$ cat src/rtl/xtm_pkg.sv
package xtm_pkg;

  typedef enum logic [2:0] {
    PH_IDLE    = 3'd0,
    PH_ARB     = 3'd1,
    PH_OWN     = 3'd2,
    PH_XFER    = 3'd3,
    PH_DONE    = 3'd4,
    PH_ARB_TO  = 3'd5,
    PH_XFER_TO = 3'd6
  } phase_e;

  localparam int NUM_PHASES = 2;
  localparam int IDX_ARB    = 0;
  localparam int IDX_XFER   = 1;

endpackage

$ cat src/rtl/xtm_tick_gen.sv
module xtm_tick_gen #(
  parameter int DIV = 50
) (
  input  logic clk,
  input  logic rst,
  output logic tick
);

  localparam int PW = (DIV > 1) ? $clog2(DIV) : 1;
  localparam logic [PW-1:0] LAST = PW'(DIV - 1);

  logic [PW-1:0] pre_q;

  always_ff @(posedge clk) begin
    if (rst) begin
      pre_q <= '0;
      tick  <= 1'b0;
    end else if (pre_q == LAST) begin
      pre_q <= '0;
      tick  <= 1'b1;
    end else begin
      pre_q <= pre_q + 1'b1;
      tick  <= 1'b0;
    end
  end

endmodule

$ cat src/rtl/xtm_tick_counter.sv
module xtm_tick_counter #(
  parameter int W = 16
) (
  input  logic         clk,
  input  logic         rst,
  input  logic         clr,
  input  logic         inc,
  input  logic [W-1:0] limit,
  output logic         expired
);

  localparam logic [W-1:0] CMAX = '1;

  logic [W-1:0] cnt_q;

  always_ff @(posedge clk) begin
    if (rst || clr) begin
      cnt_q <= '0;
    end else if (inc && (cnt_q != CMAX)) begin
      cnt_q <= cnt_q + 1'b1;
    end
  end

  assign expired = (cnt_q >= limit);

endmodule

$ cat src/rtl/xtm_phase_ctrl.sv
module xtm_phase_ctrl
  import xtm_pkg::*;
(
  input  logic                  clk,
  input  logic                  rst,
  input  logic                  tick,
  input  logic                  bus_req,
  input  logic                  bus_grant,
  input  logic                  strobe_any,
  input  logic                  xfer_ack,
  input  logic                  arb_en,
  input  logic                  xfer_en,
  input  logic                  arb_expired,
  input  logic                  xfer_expired,
  input  logic [NUM_PHASES-1:0] status_clr,
  output logic                  arb_clr,
  output logic                  arb_inc,
  output logic                  xfer_clr,
  output logic                  xfer_inc,
  output logic                  arb_timeout,
  output logic                  xfer_timeout,
  output logic                  bus_err,
  output logic [NUM_PHASES-1:0] status
);

  phase_e                state_q, state_d;
  logic [NUM_PHASES-1:0] set_d;
  logic                  arb_fire, xfer_fire;
  logic                  arb_flag_d, xfer_flag_d;

  // counter controls derive from the current phase
  assign arb_clr  = (state_q == PH_IDLE);
  assign arb_inc  = (state_q == PH_ARB) && tick && arb_en;
  assign xfer_clr = (state_q != PH_XFER);
  assign xfer_inc = (state_q == PH_XFER) && tick && xfer_en;

  // expiry only counts when the competing completion event is absent
  assign arb_fire  = (state_q == PH_ARB) && bus_req && !bus_grant &&
                     arb_en && arb_expired;
  assign xfer_fire = (state_q == PH_XFER) && !xfer_ack && strobe_any &&
                     xfer_en && xfer_expired;

  always_comb begin
    state_d     = state_q;
    arb_flag_d  = arb_timeout;
    xfer_flag_d = xfer_timeout;
    case (state_q)
      PH_IDLE: begin
        if (bus_req) state_d = PH_ARB;
      end
      PH_ARB: begin
        if (!bus_req)       state_d = PH_IDLE;
        else if (bus_grant) state_d = PH_OWN;
        else if (arb_fire) begin
          state_d    = PH_ARB_TO;
          arb_flag_d = 1'b1;
        end
      end
      PH_ARB_TO: begin
        if (!bus_req) begin
          state_d    = PH_IDLE;
          arb_flag_d = 1'b0;
        end
      end
      PH_OWN: begin
        if (!bus_req)        state_d = PH_IDLE;
        else if (strobe_any) state_d = PH_XFER;
      end
      PH_XFER: begin
        if (xfer_ack)         state_d = PH_DONE;
        else if (!strobe_any) state_d = bus_req ? PH_OWN : PH_IDLE;
        else if (xfer_fire) begin
          state_d     = PH_XFER_TO;
          xfer_flag_d = 1'b1;
        end
      end
      PH_DONE: begin
        if (!strobe_any) state_d = bus_req ? PH_OWN : PH_IDLE;
      end
      PH_XFER_TO: begin
        if (!strobe_any) begin
          state_d     = bus_req ? PH_OWN : PH_IDLE;
          xfer_flag_d = 1'b0;
        end
      end
      default: state_d = PH_IDLE;
    endcase
  end

  always_comb begin
    set_d           = '0;
    set_d[IDX_ARB]  = arb_fire;
    set_d[IDX_XFER] = xfer_fire;
  end

  always_ff @(posedge clk) begin
    if (rst) begin
      state_q      <= PH_IDLE;
      arb_timeout  <= 1'b0;
      xfer_timeout <= 1'b0;
      bus_err      <= 1'b0;
    end else begin
      state_q      <= state_d;
      arb_timeout  <= arb_flag_d;
      xfer_timeout <= xfer_flag_d;
      bus_err      <= arb_fire || xfer_fire;
    end
  end

  // one sticky bit per phase; a new set beats a clear in the same cycle
  for (genvar i = 0; i < NUM_PHASES; i++) begin : g_status
    always_ff @(posedge clk) begin
      if (rst)           status[i] <= 1'b0;
      else if (set_d[i]) status[i] <= 1'b1;
      else if (status_clr[i]) status[i] <= 1'b0;
    end
  end

endmodule

$ cat src/rtl/xfer_timeout_monitor.sv
module xfer_timeout_monitor #(
  parameter int TICK_DIV = 50,
  parameter int ARB_W    = 16,
  parameter int XFER_W   = 12
) (
  input  logic              clk,
  input  logic              rst,
  input  logic              bus_req,
  input  logic              bus_grant,
  input  logic              strobe_a,
  input  logic              strobe_b,
  input  logic              xfer_ack,
  input  logic              arb_en,
  input  logic [ARB_W-1:0]  arb_limit,
  input  logic              xfer_en,
  input  logic [XFER_W-1:0] xfer_limit,
  input  logic [1:0]        status_clr,
  output logic              arb_timeout,
  output logic              xfer_timeout,
  output logic              bus_err,
  output logic [1:0]        status
);

  logic tick;
  logic arb_clr, arb_inc, arb_expired;
  logic xfer_clr, xfer_inc, xfer_expired;
  logic strobe_any;

  assign strobe_any = strobe_a | strobe_b;

  xtm_tick_gen #(.DIV(TICK_DIV)) u_tick (
    .clk  (clk),
    .rst  (rst),
    .tick (tick)
  );

  xtm_tick_counter #(.W(ARB_W)) u_arb_cnt (
    .clk     (clk),
    .rst     (rst),
    .clr     (arb_clr),
    .inc     (arb_inc),
    .limit   (arb_limit),
    .expired (arb_expired)
  );

  xtm_tick_counter #(.W(XFER_W)) u_xfer_cnt (
    .clk     (clk),
    .rst     (rst),
    .clr     (xfer_clr),
    .inc     (xfer_inc),
    .limit   (xfer_limit),
    .expired (xfer_expired)
  );

  xtm_phase_ctrl u_ctrl (
    .clk          (clk),
    .rst          (rst),
    .tick         (tick),
    .bus_req      (bus_req),
    .bus_grant    (bus_grant),
    .strobe_any   (strobe_any),
    .xfer_ack     (xfer_ack),
    .arb_en       (arb_en),
    .xfer_en      (xfer_en),
    .arb_expired  (arb_expired),
    .xfer_expired (xfer_expired),
    .status_clr   (status_clr),
    .arb_clr      (arb_clr),
    .arb_inc      (arb_inc),
    .xfer_clr     (xfer_clr),
    .xfer_inc     (xfer_inc),
    .arb_timeout  (arb_timeout),
    .xfer_timeout (xfer_timeout),
    .bus_err      (bus_err),
    .status       (status)
  );

endmodule

$ cat config.mk
export PLATFORM = sky130hd
export DESIGN_NAME = xfer_timeout_monitor
export DESIGN_NICKNAME = d
export VERILOG_FILES = /design/src/rtl/xtm_pkg.sv /design/src/rtl/xtm_tick_gen.sv /design/src/rtl/xtm_tick_counter.sv /design/src/rtl/xtm_phase_ctrl.sv /design/src/rtl/xfer_timeout_monitor.sv
export SDC_FILE = /design/constraint.sdc
export NUM_CORES = 1
export LEC_CHECK = 0
export BUFFER_PORTS_ARGS = -buffer_cell sky130_fd_sc_hd__buf_4
export CAP_MARGIN = 10
export CORE_UTILIZATION = 35
export CTS_CLUSTER_DIAMETER = 60
export DETAILED_ROUTE_END_ITERATION = 8
export SYNTH_ARGS = -nofsm -noshare
export SYNTH_HDL_FRONTEND = slang
export SYNTH_SLANG_ARGS = --single-unit
$ cat constraint.sdc
create_clock -name clk -period 2.2 [get_ports clk]
set_input_delay 0.11 -clock clk [delete_from_list [all_inputs] [get_ports clk]]
set_output_delay 0.11 -clock clk [all_outputs]
set_load 0.02 [all_outputs]
==> qor.yml, run 1 <==
final_layout:
  layout.nets: 452
  final_cell_area_um2: 3370
  diodes: 0
  area_growth_syn_to_layout_pct: 18.8
  final_common_cell: "buf_4"
  final_cell_mix: "buf_4, dfxtp_1, inv_1, nor2_1, ha_1"
  drive_above_1_share_pct: 17.8
timing:
  slew_violations: 0
  tightest_slew_ps: 460
  grt_setup_unrepaired: "false"
  min_period_over_period_pct: 88.0
  finalSetupViolCount: 0
  tns_ps: 0
  maxSlewHeadroom_pct: 69.3
  fin_ws_ps: 265
  clock_skew_ps: 6.04
  post-route-min-period_ps: 1940
  hold_violations: 0
  max_freq_mhz: 517
worst_setup_path:
  crit_fanout: 6
  cp-start-kind: "register"
  worst-path-buf-inv: 0
  critPathRequiredTime_ps: 2390
  path_class: "register to register"
  worstSetupEndpointType: "register"
  r2r_cells: 7
  crit_family: "compound AO/OA/AOI/OAI gates"
  cp.arrival_ps: 2130
  critPathMaxStageDelay_ps: 430
  critical_path_depth: 7
  crit_path_top_delay_cell: "dfxtp_1"
  crit_chain: "ha_1 -> a211oi_1 -> o21ai_1 -> a21oi_1 -> or3b_1 -> nand3_1 -> a2111oi_1"
route:
  via_count: 2381
  wl_um: 6000
  drt-met1-wl_um: 2900
  top_layer_used: "met4"
  drt-wirelength-per-cell_um: 12.4
  vias_per_cell: 4.92
  wl_met2_um: 2840
  dr.pass1.iters: 4
  drt_iter0_drc: 62
  ant_nets: 0
  wl_met3_um: 183
  drc_errors: 0
die:
  rows: 32
  start_util_pct: 36.4
  die-area_um2: 8480
  die_h_um: 92.1
  die_x_um: 92.1
  ios: 44
  core_um2: 7810
clock_network:
  cts_resized: 0
  clk_latency_ps: 300
  clockRootBuffer: "clkbuf_8"
  htreeDepth: 2
  post_cts_buffers: 0
  cts_tree: "done"
  cts_hold_buf: 0
  clk_pin_slew_ps: 90
  cts_made_buffers: 5
  clock_sinks: 43
  cts.path.max_buffers: 2
global_route:
  grt_max_degree: 17
  antenna_found_initial: 0
  grt_usage_pct: 15.2
  grt_overflow: 0
  grt_pass1_vias: 2347
  grt_pass1_wl_um: 10400
hold_path:
  holdPathStages: 3
  hold_class: "primary input to register"
run_status:
  outcome: "completed"
yosys:
  synth_cell_types: 53
  syn-cell-area_um2: 2840
  async_flop_share_pct: 0
  syn_area_per_cell_um2: 8.40
  synth-edff-count: 0
  yosysSeqAreaShare_pct: 30.3
  synth_flop_cell: "dfxtp_1"
  syn-num-nets: 409
  yosys_warnings: 0
  synth_cells: 338
  ys_ff_latch: 43
power_and_ir_drop:
  p_per_area_nw_per_um2: 539
  p_leak_nw: 1.42
  ir_worst_vdd_uv: 234
placement:
  portBuffers: 43
  placed_area_um2: 3240
  hpwlAfterDp_um: 4640
  gp_congestion: 0.835
  pre_cts_slack_ps: 233
job:
  drv_cap: 0
[worst reg2reg max path, delay by kind of cell (launching register included)]
family          cells  cell delay [ps]
compound gates      4              880
simple gates        2              240
fa+ha+maj           1              280
flops               1              430
[area by class of cell]
| class | count | area [um2] |
|---|---|---|
| inverter | 39 | 146 |
| fill | 811 | 4430 |
| sequential | 43 | 861 |
| clock inverter | 2 | 60.1 |
| timing repair buffer | 45 | 338 |
| clock buffer | 6 | 72.6 |
| multi-input combinational | 247 | 1770 |
| tap | 102 | 128 |
[stage by stage]
| step | util (%) | instances | hold slack [ps] | power [W] |
|---|---|---|---|---|
| after detailed placement | 41.5 | 476 | 383 | 0.00110 |
| after CTS | 43.2 | 484 | 61.6 | 0.00184 |
| final | 43.2 | 484 | 67.7 | 0.00182 |
| after global placement | 41.5 | 476 | 380 | 0.00110 |
| after floorplan | - | 338 | 292 | 0.00101 |
| after global routing | 43.2 | 484 | 71.7 | 0.00191 |
[state kept, by name (all words and copies together), names as in the netlist]
| register | count |
|---|---|
| u_ctrl.status | 2 |
| u_ctrl.arb_timeout | 1 |
| u_ctrl.xfer_timeout | 1 |
| u_ctrl.bus_err | 1 |
| u_arb_cnt.cnt_q | 16 |
| u_tick.pre_q | 6 |
| u_ctrl.state_q | 3 |
| u_tick.tick | 1 |
| u_xfer_cnt.cnt_q | 12 |
[power breakdown]
| part | leakage [nW] | switching (W) | internal (W) | total, W |
|---|---|---|---|---|
| Clock | 0.0654 | 0.000280 | 0.000454 | 0.000734 |
| Combinational | 1.01 | 0.000128 | 0.000122 | 0.000250 |
| Sequential | 0.347 | 0.0000401 | 0.000794 | 0.000834 |
[synth_stat cells (all sizes together), types with 2 or more instances]
cell type   n  area (um2)
nand3      16        85.1
dfxtp      43         861
nor2b       5        41.3
a221o       2        20.0
a31oi       3        18.8
a21oi      22         110
a311oi      2        17.5
nand2      20        75.1
mux2i       2        20.0
o211ai      3        22.5
and3        6        38.8
ha         32         400
and2        2        12.5
buf         6        52.5
or3         4        25.0
nor2       40         160
xor2       18         158
nand4      14         103
clkbuf      3        11.3
a2111oi     3        46.3
xnor2       9        78.8
nand2b      6        37.5
and4        6        52.6
o21ai      11        55.1
nor4        2        27.5
inv        39         146
nor3        8        61.3
[per-layer routing]
layer,GRT usage [%],vias to the layer above
met5,0,-
met1,19.1,1083
met4,4.69,0
met2,26.5,33
li1,-,1258
met3,2.57,7
[final timing paths]
| check | start | to | slack (ps) |
|---|---|---|---|
| hold reg to reg | u_ctrl.xfer_timeout | u_ctrl.xfer_timeout | 450 |
| setup / recovery | u_xfer_cnt.cnt_q[2] | u_ctrl.state_q[0] | 260 |
| hold / removal | status_clr[1] | u_ctrl.status[1] | 70 |
| setup reg to reg | u_xfer_cnt.cnt_q[2] | u_ctrl.state_q[0] | 260 |
[cells by family (layout without fill, tap and decap cells)]
family	count (synthesis)	count (layout)	share of synthesized area [%]
AO/OA/AOI/OAI	52	52	12.2
XOR/XNOR	27	27	8.33
adder cells (fa/ha/maj)	32	32	14.1
buffers and inverters	48	92	7.40
flip-flops	43	43	30.3
multiplexers	3	3	1.10
AND/OR/NAND/NOR	133	133	26.6
No activity file was read; power rests on OpenSTA's default activity.
==> inputs of run 2 (changes only) <==
CTS_CLUSTER_SIZE = 28   (was default)
GPL_TIMING_DRIVEN = 0   (was default)
SYNTH_HIERARCHICAL = 1   (was default)
==> run 2 against run 1 <==
- cell count up 6.0%
- sequential power down 2.8%
- routed wire length up 3.4%
- count of clock-buffer cells in the layout up 2
- non-clock buffer count up 9
- worst hold slack worse by 46 ps
==> qor.yml, run 2 <==
run_status:
  outcome: "completed"  # unchanged
route:
  vias_per_cell: 5.12  # was 4.92
  dr.pass1.iters: 4  # unchanged
  drt-wirelength-per-cell_um: 12.1  # was 12.4 um
  drt_iter0_drc: 93  # was 62
  drc_errors: 0  # unchanged
  wl_um: 6200  # was 6000 um
  ant_nets: 0  # unchanged
  via_count: 2626  # was 2,381
worst_setup_path:
  r2r_cells: 8  # was 7
  worstSetupStartpoint: "u_arb_cnt/cnt_q[13]"  # was u_xfer_cnt.cnt_q[2]
  critPathRequiredTime_ps: 2430  # was 2390 ps
  worstSetupEndpointType: "register"  # unchanged
  path_class: "register to register"  # unchanged
  crit_fanout: 5  # was 6
  r2r_slack_ps: 90  # was 260 ps
  cp-start-kind: "register"  # unchanged
  cp.arrival_ps: 2340  # was 2130 ps
  r2r-end: "u_ctrl/state_q[0]"  # was u_ctrl.state_q[0]
  timing.rr.start: "u_arb_cnt/cnt_q[13]"  # was u_xfer_cnt.cnt_q[2]
final_layout:
  layout.nets: 478  # was 452
  regMostFlops: "u_arb_cnt/cnt_q"  # was u_arb_cnt.cnt_q
  largest_reg_flops: 16  # unchanged
  final_cells: 513  # was 484
  diodes: 0  # unchanged
  final_cell_mix: "buf_4, nor2_1, dfxtp_1, inv_1, ha_1"  # was buf_4, dfxtp_1, inv_1, nor2_1, ha_1
  drive_above_1_share_pct: 23.5  # was 17.8%
  final_common_cell: "buf_4"  # unchanged
  area_growth_syn_to_layout_pct: 22.1  # was 18.8%
  largestRegisters: "u_arb_cnt/cnt_q: 16 flops, u_xfer_cnt/cnt_q: 12 flops, u_tick/pre_q: 6 flops"  # was u_arb_cnt.cnt_q: 16 flops, u_xfer_cnt.cnt_q: 12 flops, u_tick.pre_q: 6 flops
  final_cell_area_um2: 3600  # was 3370 um2
die:
  die_h_um: 93.9  # was 92.1 um
  core_um2: 8180  # was 7810 um2
  ios: 44  # unchanged
  die-area_um2: 8810  # was 8480 um2
  die_x_um: 93.9  # was 92.1 um
  rows: 33  # was 32
  start_util_pct: 36.1  # was 36.4%
yosys:
  synth_top_area_cell: "dfxtp_1"  # unchanged
  ys_ff_latch: 43  # unchanged
  synth_cells: 354  # was 338
  yosys-top-cells-area: "dfxtp_1, ha_1, nor2_1"  # was dfxtp_1, ha_1, xor2_1
  synth_most_common_cell: "dfxtp_1"  # unchanged
  syn-cell-area_um2: 2950  # was 2840 um2
  yosys_warnings: 6  # was 0
  syn-num-nets: 425  # was 409
  syn_area_per_cell_um2: 8.34  # was 8.40 um2
  synth-edff-count: 0  # unchanged
  synth_cell_types: 59  # was 53
  synth_top_area_share_pct: 29.2  # was 30.3%
  yosysSeqAreaShare_pct: 29.2  # was 30.3%
  synthTopCellsByCount: "dfxtp_1, nor2_1, inv_1"  # was dfxtp_1, inv_1, nor2_1
  synth_flop_cell: "dfxtp_1"  # unchanged
  async_flop_share_pct: 0  # unchanged
clock_network:
  clk_pin_slew_ps: 80  # was 90 ps
  htreeDepth: 2  # unchanged
  clk_latency_ps: 300  # about the same
  cts_hold_buf: 0  # unchanged
  cts_tree: "done"  # unchanged
  clockRootBuffer: "clkbuf_8"  # unchanged
  cts_made_buffers: 5  # unchanged
  cts.path.max_buffers: 2  # unchanged
  clock_sinks: 43  # unchanged
global_route:
  grt_pass1_vias: 2347  # unchanged
  grt_max_degree: 13  # was 17
  grt_overflow: 0  # unchanged
  grt_pass1_wl_um: 10700  # was 10,400 um
  antenna_found_initial: 0  # unchanged
  grt_usage_pct: 15.2  # about the same
placement:
  hpwlAfterDp_um: 4830  # was 4640 um
  portBuffers: 43  # unchanged
  dp_cells: 502  # was 476
  gp_congestion: 0.807  # was 0.835
  placed_area_um2: 3410  # was 3240 um2
power_and_ir_drop:
  p_clk_share_pct: 33.4  # was 40.4%
  seq_power_share_pct: 48.6  # was 45.9%
  p_switching_w: 0.000446  # was 0.000448 W
  p_leak_nw: 1.55  # was 1.42 nW
  p_per_area_nw_per_um2: 463  # was 539 nW/um2
  power_frac_comb_pct: 18.1  # was 13.8%
  ir_worst_vdd_uv: 237  # was 234 uV
  switching_share_pct: 26.7  # was 24.6%
  p_int_w: 0.00122  # was 0.00137 W
timing:
  tightest_slew_ps: 511  # was 460 ps
  finalSetupViolCount: 0  # unchanged
  min_period_over_period_pct: 95.7  # was 88.0%
  hold_violations: 0  # unchanged
  post-route-min-period_ps: 2110  # was 1940 ps
  maxSlewHeadroom_pct: 65.9  # was 69.3%
  clock_skew_ps: 7.96  # was 6.04 ps
  slew_violations: 0  # unchanged
  max_freq_mhz: 475  # was 517 MHz
hold_path:
  holdPathStages: 2  # was 3
  hold_start: "rst"  # was status_clr[1]
  hold_class: "primary input to register"  # unchanged
  hold_path_end: "u_tick/tick"  # was u_ctrl.status[1]
job:
  drv_cap: 0  # unchanged
[run 2: cell families after synthesis]
| logic type | count (synthesis) | synth area share (%) |
|---|---|---|
| compound gates | 70 | 16.7 |
| buf+inv | 43 | 6.06 |
| mux | 4 | 1.36 |
| xor+xnor | 13 | 3.86 |
| simple gates | 149 | 29.4 |
| flops | 43 | 29.2 |
| fa+ha+maj | 32 | 13.6 |
[run 2: routing by layer]
metal  vias up  GRT usage, %  part of all wire (%)
met5         -             0                     0
met4         0          4.62                   1.4
met3         8          2.51                   3.4
met2        46          24.6                    46
met1      1192          20.5                    49
li1       1380             -                     -
[run 2: final cells by class]
| cell class | instances | area, um2 |
|---|---|---|
| buffer | 8 | 47.5 |
| multi-input combinational | 268 | 1980 |
| timing repair buffer | 46 | 345 |
| tap | 105 | 131 |
| inverter | 35 | 131 |
| clock buffer | 8 | 100 |
| fill | 838 | 4570 |
| sequential | 43 | 868 |
[run 2: critical path, stage by stage, from the launching register on]
cell and delay (ps):
dfxtp_2 350, ha_1 300, a21o_1 180, a21o_1 180, a211oi_2 240, nand3_1 160
a211o_1 320, nand4_4 140, mux2i_1 170
[run 2: how the worst max path moves through the flow]
stage | to | slack (ps) | depth (start not counted)
after detailed placement | u_ctrl/state_q[1] | -170 | 8
after floorplan | u_ctrl/state_q[0] | 210 | 8
after global placement | u_arb_cnt/cnt_q[9] | -150 | 6
after CTS | u_ctrl/state_q[1] | 4 | 8
final | u_ctrl/state_q[0] | 90 | 8
after global routing | u_ctrl/state_q[1] | -2 | 8
[run 2: timing repair]
action / in CTS / in global routing
setup endpoints to repair: 14 / 16
cloned: 0 / 0
pin swaps: 2 / 5
resized for setup: 8 / 11
setup buffers: 1 / 2
[run 2: power groups by stage]
stage / clock, W / combinational (W) / sequential, W
after floorplan: 0 / 0.000186 / 0.000824
after global placement: 0 / 0.000283 / 0.000829
after detailed placement: 0 / 0.000287 / 0.000830
after CTS: 0.000584 / 0.000290 / 0.000810
after global routing: 0.000613 / 0.000341 / 0.000813
final: 0.000557 / 0.000301 / 0.000811
[run 2: stage by stage]
stage                     utilization [%]  hold slack (ps)  power, W  setup TNS (ps)  setup slack (ps)
final                                44.1             22.0   0.00167               0              94.0
after global routing                 44.1             16.2   0.00177           -2.34             -2.34
after CTS                            43.2             9.73   0.00169               0              3.90
after detailed placement             41.7              331   0.00112           -1310              -175
after global placement               41.7              330   0.00111           -1120              -149
after floorplan                         -              182   0.00101               0               206
==> inputs of run 3 (changes only) <==
CORE_ASPECT_RATIO = 0.8   (was default)
==> run 3 against run 2 <==
- global-route usage down 0.075 points
- via count rose by 1.8%
- sequential share of layout area is 0.22 points higher
- clock power fell by 14%
- total power shrank 5.0%
- cell count rose by 0.19%
- count of clock-buffer cells in the layout decreased by 2
- critical path depth did not move
- fmax is 1.1% lower
==> qor.yml, run 3 (synthesized netlist as in run 2, its figures left out) <==
global_route:
  use_met2_pct: 22.3  # was 24.6%
  grtUsageMet1_pct: 22.0  # was 20.5%
  grt_pass1_vias: 2371  # was 2,347
  grt.met3_usage_pct: 2.56  # was 2.51%
  grt_usage_pct: 15.1  # was 15.2%
  grt_max_degree: 12  # was 13
  grt_overflow: 0  # unchanged
  grt_pass1_wl_um: 10900  # was 10,700 um
  busiest_layer: "met2"  # unchanged
  antenna_found_initial: 0  # unchanged
clock_network:
  clk_pin_slew_ps: 80  # about the same
  clk_latency_ps: 300  # about the same
  cts.path.max_buffers: 2  # unchanged
  cts_tree: "done"  # unchanged
  htreeDepth: 2  # unchanged
  cts_hold_buf: 0  # unchanged
  cts_made_buffers: 5  # unchanged
  clock_sinks: 43  # unchanged
  clockRootBuffer: "clkbuf_8"  # unchanged
worst_setup_path:
  critPathRequiredTime_ps: 2420  # was 2430 ps
  crit_family: "compound AO/OA/AOI/OAI gates"  # unchanged
  crit_chain: "ha_1 -> a211oi_2 -> o21ai_1 -> a211oi_2 -> o21ai_2 -> a211o_1 -> nand4_2 -> mux2i_1"  # was ha_1 -> a21o_1 -> a21o_1 -> a211oi_2 -> nand3_1 -> a211o_1 -> nand4_4 -> mux2i_1
  crit_path_top_delay_cell: "dfxtp_1"  # was dfxtp_2
  cp-start-kind: "register"  # unchanged
  worstSetupEndpointType: "register"  # unchanged
  timing.rr.start: "u_xfer_cnt/cnt_q[3]"  # was u_arb_cnt/cnt_q[13]
  r2r-end: "u_ctrl/state_q[1]"  # was u_ctrl/state_q[0]
  crit_end: "u_ctrl/state_q[1]"  # was u_ctrl/state_q[0]
  cp.arrival_ps: 2350  # was 2340 ps
  crit_fanout: 7  # was 5
  worst-path-buf-inv: 0  # unchanged
  critPathMostFrequentCell: "a211oi_2"  # was a21o_1
  critPathMaxStageDelay_ps: 390  # was 350 ps
  path_class: "register to register"  # unchanged
  r2r_slack_ps: 70  # was 90 ps
  r2r_cells: 8  # unchanged
  critical_path_depth: 8  # unchanged
  worstSetupStartpoint: "u_xfer_cnt/cnt_q[3]"  # was u_arb_cnt/cnt_q[13]
final_layout:
  final_cells: 514  # was 513
  largest_reg_flops: 16  # unchanged
  diodes: 0  # unchanged
  final_cell_mix: "buf_4, nor2_1, dfxtp_1, inv_1, ha_1"  # unchanged
  fill_cells: 805  # was 838
  largestRegisters: "u_arb_cnt/cnt_q: 16 flops, u_xfer_cnt/cnt_q: 12 flops, u_tick/pre_q: 6 flops"  # unchanged
  final_core_util_pct: 44.4  # was 44.1%
  regMostFlops: "u_arb_cnt/cnt_q"  # unchanged
  area_growth_syn_to_layout_pct: 21.1  # was 22.1%
  layout.nets: 478  # unchanged
  final_common_cell: "buf_4"  # unchanged
  drive_above_1_share_pct: 23.6  # was 23.5%
timing:
  hold_violations: 0  # unchanged
  post-route-min-period_ps: 2130  # was 2110 ps
  max_freq_mhz: 470  # was 475 MHz
  maxSlewHeadroom_pct: 64.8  # was 65.9%
  tightest_slew_ps: 528  # was 511 ps
  min_period_over_period_pct: 96.8  # was 95.7%
  clock_skew_ps: 6.17  # was 7.96 ps
  finalSetupViolCount: 0  # unchanged
  tns_ps: 0  # unchanged
  grt_setup_unrepaired: "false"
  slew_violations: 0  # unchanged
placement:
  hpwlAfterDp_um: 4930  # was 4830 um
  portBuffers: 43  # unchanged
  gp_congestion: 0.761  # was 0.807
  dp_cells: 505  # was 502
die:
  ios: 44  # unchanged
  rows: 29  # was 33
  start_util_pct: 36.7  # was 36.1%
  die_h_um: 84.2  # was 93.9 um
  die_x_um: 105  # was 93.9 um
  die-area_um2: 8810  # about the same
  core_um2: 8060  # was 8180 um2
run_status:
  outcome: "completed"  # unchanged
route:
  dr.pass1.iters: 4  # unchanged
  drc_errors: 0  # unchanged
  drt_iter0_drc: 144  # was 93
  wl_um: 6400  # was 6200 um
  via_count: 2674  # was 2,626
  vias_per_cell: 5.20  # was 5.12
  drt-wirelength-per-cell_um: 12.5  # was 12.1 um
  ant_nets: 0  # unchanged
job:
  drv_cap: 0  # unchanged
power_and_ir_drop:
  p_per_area_nw_per_um2: 443  # was 463 nW/um2
  p_leak_nw: 1.54  # was 1.55 nW
  ir_worst_vdd_uv: 212  # was 237 uV
hold_path:
  hold_class: "primary input to register"  # unchanged
run 3: final cells by class:
class / count / area (um2) / area share, %
Tap cell: 108 / 135 / 3.78
Buffer: 8 / 47.5 / 1.33
Sequential cell: 43 / 870 / 24.3
Inverter: 35 / 131 / 3.67
Multi-Input combinational cell: 268 / 1980 / 55.2
Timing Repair Buffer: 46 / 345 / 9.65
Clock buffer: 6 / 72.6 / 2.03
run 3: metal layers:
metal / routed length [um] / vias up
met2: 2650 / 63
met1: 3400 / 1235
met3: 267 / 7
met4: 89 / 0
met5: 0 / -
li1: - / 1369
run 3: stage by stage:
stage	hold WS, ps	instance area [um2]	power (W)	setup slack [ps]
3_5_place_dp	327	3410	0.00111	-248
4_1_cts	3.79	3510	0.00159	3.80
3_3_place_gp	332	3410	0.00111	-184
2_1_floorplan	182	2950	0.00101	206
6_report	11.1	3580	0.00159	71.4
5_1_grt	14.6	3580	0.00167	8.72
run 3: how the worst min path moves through the flow:
stage / start / endpoint / depth (start not counted)
6_report: rst / u_tick/tick / 2
3_5_place_dp: rst / u_tick/tick / 2
4_1_cts: rst / u_tick/tick / 2
3_3_place_gp: rst / u_tick/tick / 2
2_1_floorplan: rst / u_tick/tick / 1
5_1_grt: rst / u_tick/tick / 2
run 3: timing repair:
action                                  CTS  global route
gates resized for setup                  10            11
hold endpoints to repair                  0             0
endpoints found under the setup margin   14            16
pin swaps                                 2             5
buffers inserted                          0             3
run 3: where the power goes:
part	internal [W]	leakage, nW	switching, W
clock network	0.000212	0.0371	0.000266
registers	0.000792	0.350	0.0000180
logic	0.000141	1.15	0.000157
total	0.00115	1.54	0.000440
